<file path="config.mk">
export PLATFORM = sky130hd
export DESIGN_NAME = wpg_gate
export DESIGN_NICKNAME = d
export VERILOG_FILES = /design/src/rtl/wpg_pkg.sv /design/src/rtl/wpg_region_decode.sv /design/src/rtl/wpg_ram.sv /design/src/rtl/wpg_gate.sv
export SDC_FILE = /design/constraint.sdc
export NUM_CORES = 2
export LEC_CHECK = 0
export ABC_AREA = 0
export BUFFER_PORTS_ARGS = -buffer_cell sky130_fd_sc_hd__buf_2
export CORE_UTILIZATION = 50
export DETAILED_ROUTE_END_ITERATION = 8
export PLACE_DENSITY_LB_ADDON = 0.12
export SLEW_MARGIN = 5
export SYNTH_ARGS = -nofsm -noshare
export SYNTH_HDL_FRONTEND = slang
export SYNTH_SLANG_ARGS = --single-unit
</file>
<file path="constraint.sdc">
create_clock -name clk -period 3.05 [get_ports clk]
set_clock_uncertainty 0.15 [all_clocks]
set_input_delay 0.4575 -clock clk [delete_from_list [all_inputs] [get_ports clk]]
set_output_delay 0.4575 -clock clk [all_outputs]
set_load 0.01 [all_outputs]
</file>
<file path="src/rtl/wpg_pkg.sv">
package wpg_pkg;

   typedef enum logic [1:0] {
      PROT_NONE = 2'b00,
      PROT_QTR  = 2'b01,
      PROT_HALF = 2'b10,
      PROT_ALL  = 2'b11
   } prot_e;

endpackage

</file>
<file path="src/rtl/wpg_region_decode.sv">
module wpg_region_decode
   import wpg_pkg::*;
(
   input  logic [1:0] code,
   input  logic [1:0] addr_hi,
   output logic       locked
);

   always_comb begin
      unique case (prot_e'(code))
         PROT_NONE: locked = 1'b0;
         PROT_QTR:  locked = (addr_hi == 2'b11);
         PROT_HALF: locked = addr_hi[1];
         default:   locked = 1'b1;
      endcase
   end

endmodule

</file>
<file path="src/rtl/wpg_ram.sv">
module wpg_ram #(
   parameter int ADDR_W = 9,
   parameter int DATA_W = 8
) (
   input  logic              clk,
   input  logic              rst_n,
   input  logic              we,
   input  logic              re,
   input  logic [ADDR_W-1:0] addr,
   input  logic [DATA_W-1:0] wdata,
   output logic [DATA_W-1:0] rdata
);

   localparam int DEPTH = 1 << ADDR_W;

   logic [DATA_W-1:0] store [DEPTH];

   always_ff @(posedge clk) begin
      if (we) begin
         store[addr] <= wdata;
      end
   end

   always_ff @(posedge clk) begin
      if (!rst_n) begin
         rdata <= '0;
      end else if (re) begin
         rdata <= store[addr];
      end
   end

endmodule

</file>
<file path="src/rtl/wpg_gate.sv">
module wpg_gate #(
   parameter int ADDR_W          = 9,
   parameter int DATA_W          = 8,
   parameter bit CLEAR_ON_REJECT = 1'b1
) (
   input  logic              clk,
   input  logic              rst_n,
   input  logic              req_valid,
   input  logic              req_write,
   input  logic [ADDR_W-1:0] req_addr,
   input  logic [DATA_W-1:0] req_wdata,
   input  logic [1:0]        prot_code,
   output logic [DATA_W-1:0] rd_data,
   output logic              rd_valid,
   output logic              wr_accept,
   output logic              wr_reject,
   output logic              rwel_clear
);

   localparam int HI_LSB = ADDR_W - 2;

   if (ADDR_W < 2) begin : g_bad_addr
      $error("wpg_gate: ADDR_W must be at least 2");
   end
   if (DATA_W < 1) begin : g_bad_data
      $error("wpg_gate: DATA_W must be at least 1");
   end

   logic locked;
   logic wr_req;
   logic rd_req;
   logic wr_go;
   logic wr_blk;

   wpg_region_decode u_dec (
      .code    (prot_code),
      .addr_hi (req_addr[ADDR_W-1:HI_LSB]),
      .locked  (locked)
   );

   assign wr_req = req_valid & req_write;
   assign rd_req = req_valid & ~req_write;
   assign wr_go  = wr_req & ~locked;
   assign wr_blk = wr_req & locked;

   wpg_ram #(
      .ADDR_W (ADDR_W),
      .DATA_W (DATA_W)
   ) u_ram (
      .clk   (clk),
      .rst_n (rst_n),
      .we    (wr_go),
      .re    (rd_req),
      .addr  (req_addr),
      .wdata (req_wdata),
      .rdata (rd_data)
   );

   always_ff @(posedge clk) begin
      if (!rst_n) begin
         rd_valid  <= 1'b0;
         wr_accept <= 1'b0;
         wr_reject <= 1'b0;
      end else begin
         rd_valid  <= rd_req;
         wr_accept <= wr_go;
         wr_reject <= wr_blk;
      end
   end

   if (CLEAR_ON_REJECT) begin : g_clr
      assign rwel_clear = wr_reject;
   end else begin : g_noclr
      assign rwel_clear = 1'b0;
   end


   accept_reject_excl_chk: assert property (@(posedge clk) disable iff (!rst_n)
      !(wr_accept && wr_reject));


   no_wr_pulse_after_read_chk: assert property (@(posedge clk) disable iff (!rst_n)
      !(req_valid && req_write) |=> !wr_accept && !wr_reject);


   open_accept_chk: assert property (@(posedge clk) disable iff (!rst_n)
      (req_valid && req_write && prot_code == 2'b00) |=> wr_accept);


   full_lock_chk: assert property (@(posedge clk) disable iff (!rst_n)
      (req_valid && req_write && prot_code == 2'b11) |=> wr_reject && !wr_accept);


   read_valid_chk: assert property (@(posedge clk) disable iff (!rst_n)
      (req_valid && !req_write) |=> rd_valid);


   clear_only_on_reject_chk: assert property (@(posedge clk) disable iff (!rst_n)
      rwel_clear |-> wr_reject);

endmodule

</file>
* After elaboration in Yosys (flattened, before gate mapping)
Memory sizes are Yosys's and may differ from the RTL's. A register that Yosys moved wholly into a read port is not among the register bits.
Cells that the tools add are included.
W data, S select, Z words.
** Storage, ports and cells
- Bits in writable memories :: 4096
- Logic and storage cells :: 18
- Register bits after elaboration :: 3
- Input port bits :: 23
- Memories kept :: 1
** Cells by class
- Reduce and logical (&&, ||, !) cells :: 2
- Bitwise gates (word level) :: 6
- Eq/ne operators :: 3
- Mux-type cells :: 3
** Memories
- u_ram.store :: words 512, bits a word 8, read ports 1, clocked after Yosys merged registers in 1, write ports 1, RTL line wpg_ram.sv:16 : logic [DATA_W-1:0] store [DEPTH];
** Operator list (count)
- $and A1 B1 Y1 :: 4
- $eq A2 B2 Y1 const B :: 2
- $pmux W1 S3 :: 1
- $eq A2 B1 Y1 const B :: 1
- $logic_not A2 Y1 :: 1
- $mux W1 :: 2
- $not A1 Y1 :: 2
- $logic_not A1 Y1 :: 1

* Depth between registers and ports, before layout
- Word-level depth :: 6
- Depth in mapped cells :: 13
- Depth with buffers taken out :: 7

* Hierarchy
Synthesis repeated with hierarchy kept, for this count alone.
** Second synthesis, totals
- Cells, all modules :: 7259
- Area total of the unflattened synthesis :: 158919.9 um^2
** By module, submodules not included
- wpg_ram :: times used 1, seq. area each 123158.1 um^2, cells an instance 7247, area an instance 158794.8 um^2
- wpg_gate :: times used 1, seq. area each 60.1 um^2, cells an instance 9, area an instance 111.4 um^2
- wpg_region_decode :: times used 1, seq. area each 0.0 um^2, cells an instance 3, area an instance 13.8 um^2

* Worst setup path before layout
OpenSTA, ideal clock, no wires.
- Kind :: input to register
- From :: input port req_addr[0]
- To :: memory u_ram.store[476][0] (enable)
- Setup slack :: -0.189 ns
- Data arrival time :: 2.719 ns
- Data required time :: 2.530 ns
- Cell stages on the path :: 11
- Path buffers :: 8
- Setup time :: 0.370 ns
- Path through :: buf_6 > buf_6 > buf_6 > buf_4 > buf_4 > buf_6 > buf_4 > nor4_2 > nand2_1 > clkbuf_1 > nor2_1
** RTL lines
- from (decl) :: RTL line wpg_gate.sv:10 : input logic [ADDR_W-1:0] req_addr,
- to (decl) :: RTL line wpg_ram.sv:16
Straight into the memory's write port.

==> metrics.txt <==
clock sink count=slightly above 4000; Avg Inst Size Synth=about 22 µm²; Startpoint Class=flip-flop; GPL Wtd Cong=between 1 and 1.5; H-tree Lvls=5; number of synthesized register bits=about 4000; DP HPWL=about 340 mm; Final Cycle Share=101%; worst-margin pin slew=1330 ps; length of routed wiring on met1=197 mm; cell leakage power=around 65 nW; top layer reached by signal wires=met5; Layout Nets=a little over 9000; Die X=566 µm; pin count of the biggest net entering global routing=between 100 and 150; most common cell after layout, fill and taps aside=edfxtp_1; DR WL/cell=around 36 µm; clk_lat worst skew=around 1000 ps; Routed met2 length=roughly 230 mm; cts bufs inserted=roughly 420; CP endpoint kind=flip-flop; TritonCTS clock tree=yes; Yosys Warn Count=0; Pwr per Cell Area=618 nW/µm²; drt total wl=roughly 500 mm; IO Port Bufs=34; GRT Total Usage=30.8%; Synth top area share=between 70% and 80%; DP Cell Count=between 10000 and 15000; Slew headroom=between 10% and 20%; via count=87300; main flop type after synthesis=edfxtp_1; Slew Limit Fails=0; sequential share of the synthesized area=between 70 and 80%; CP Max Fanout=1; Ports=35; 1st-iter DRT viols=approximately 12000; failing checks=negative setup slack; Pwr Total=121 mW; Vias/cell=6.35; initial antenna violation count=28; Hold Path Class=in -> reg; clk buf depth=4; final hold vios=0; Die H=around 570 µm; ANT nets after route=0; Distinct cells, synth=between 70 and 80; Worst EP arrival=3770 ps; critical path type=reg -> reg; asr flop ratio synth=0%; pre-CTS setup slack=-1560 ps; Clock Pin Slew Worst Setup and Hold Paths=roughly 60 ps; DRC=0; Fmax=~330 MHz; peak supply drop=between 0.0005 and 0.0006 V; Root Driver=clkbuf_16; maxcap violations=0; Synth area leader=edfxtp_1; Finished Layout Cells=around 14000; status=finished with violations; most frequent cells in the layout=4096 x edfxtp_1, 1556 x buf_4, 1016 x mux4_2; min Tclk post-route=roughly 3100 ps; Starting Density=between 50 and 60%; CP required=roughly 3800 ps; die area=between 300000 and 400000 µm²; setup ws final=-18.5 ps; site row count=between 200 and 250; Synthesized Nets=7382; Gate Count Post-Synth=7359; fraction of layout cells with a size suffix above 1=approximately two fifths; EDFF count, synth=slightly above 4000; final setup vio count=1; top cells by area, synth=edfxtp_1 77%, mux4_2 14%, mux2i_1 1.6%; vias in the first global route=86800; first-pass GRT wire length=687 mm; area grow syn2layout=22.6%; DR pass1 iterations=8; GRT overflow=0; Syn Std Cell Area=159000 µm²; core box area=316000 µm²; met3 WL=around 53 mm
[cell usage after synthesis (13+ instances only)]
library cell / count
a32oi_1: 30
buf_1: 13
nor2b_1: 16
a31oi_1: 47
a22oi_1: 96
o22ai_1: 44
nand2_1: 240
a211oi_1: 17
mux2i_1: 259
nor2_1: 571
a22o_1: 21
and3_1: 14
and2_1: 13
a221oi_1: 33
nand3_1: 78
o21ai_0: 32
clkbuf_1: 167
buf_2: 152
buf_4: 89
mux4_2: 1016
buf_6: 42
a21oi_1: 44
nand4_1: 23
edfxtp_1: 4096
nor4_1: 14
nor3_1: 25
[registers in the layout, summed over array words and instances (netlist names)]
name and cells:
rd_valid 1, rwel_clear 1, u_ram.rdata 8, u_ram.store 4096
wr_accept 1
[layer usage]
metal,GRT usage [%],vias to the layer above
met5,0,-
met4,11.3,6
met3,7.21,873
met2,46.2,4986
met1,44.4,46800
li1,-,34700
[worst paths after layout]
check,cells after the start,slack [ps],start,end
worst max-delay path,10,-20,u_ram.store[459][1]$_DFFE_PP_,u_ram.rdata[1]$_SDFFE_PN0P_
worst min-delay path,4,200,req_addr[2],u_ram.rdata[5]$_SDFFE_PN0P_
worst max register to register,10,-20,u_ram.store[459][1]$_DFFE_PP_,u_ram.rdata[1]$_SDFFE_PN0P_
worst min register to register,2,630,u_ram.rdata[5]$_SDFFE_PN0P_,u_ram.rdata[5]$_SDFFE_PN0P_
[kinds of logic after synthesis]
logic type	count (synthesis)	share of synthesized area, %
buf+inv	470	1.64
flops	4107	77.4
mux	1284	16.1
compound gates	469	2.18
simple gates	1029	2.72
[layout make-up]
class / count / area (µm²)
inverter: 7 / 38.8
sequential: 4107 / 123000
antenna: 10 / 25.0
multi-input combinational: 2782 / 34700
fill: 21800 / 121000
tap: 4160 / 5200
clock inverter: 274 / 2930
timing repair buffer: 1914 / 18300
clock buffer: 493 / 10800
[worst max-delay path, stage by stage, from the launching register on]
cell       delay, ps
edfxtp_1         390
mux4_2           530
mux2_2           340
a21oi_1          190
a31oi_2          160
buf_4            210
a2111oi_4        310
buf_4            240
o2111a_2         270
buf_12           120
a31oi_1           70
[per-stage QoR]
stage / setup TNS, ps / hold slack (ps) / utilization (%) / instance area [µm²]
2_1_floorplan: -307190 / 406 / - / 160000
3_3_place_gp: -395260 / 589 / 57.4 / 181000
3_5_place_dp: -448540 / 597 / 57.4 / 181000
4_1_cts: 0 / 111 / 61.8 / 195000
5_1_grt: -39.7 / 226 / 61.8 / 195000
6_report: -18.5 / 203 / 61.8 / 195000
[repair_timing]
action	CTS	global route
pin swaps	2	10
setup endpoints to repair	7	6
resized for setup	16	17
endpoints found under the hold margin	649	0
gates cloned	0	1
buffers inserted	0	0
hold buffers	15	0
[power by group]
| part | switching [mW] | internal (mW) |
|---|---|---|
| Clock | 22.0 | 29.5 |
| Sequential | 0.0347 | 62.1 |
| Combinational | 4.24 | 2.71 |
(Power assumes the default switching activity.)
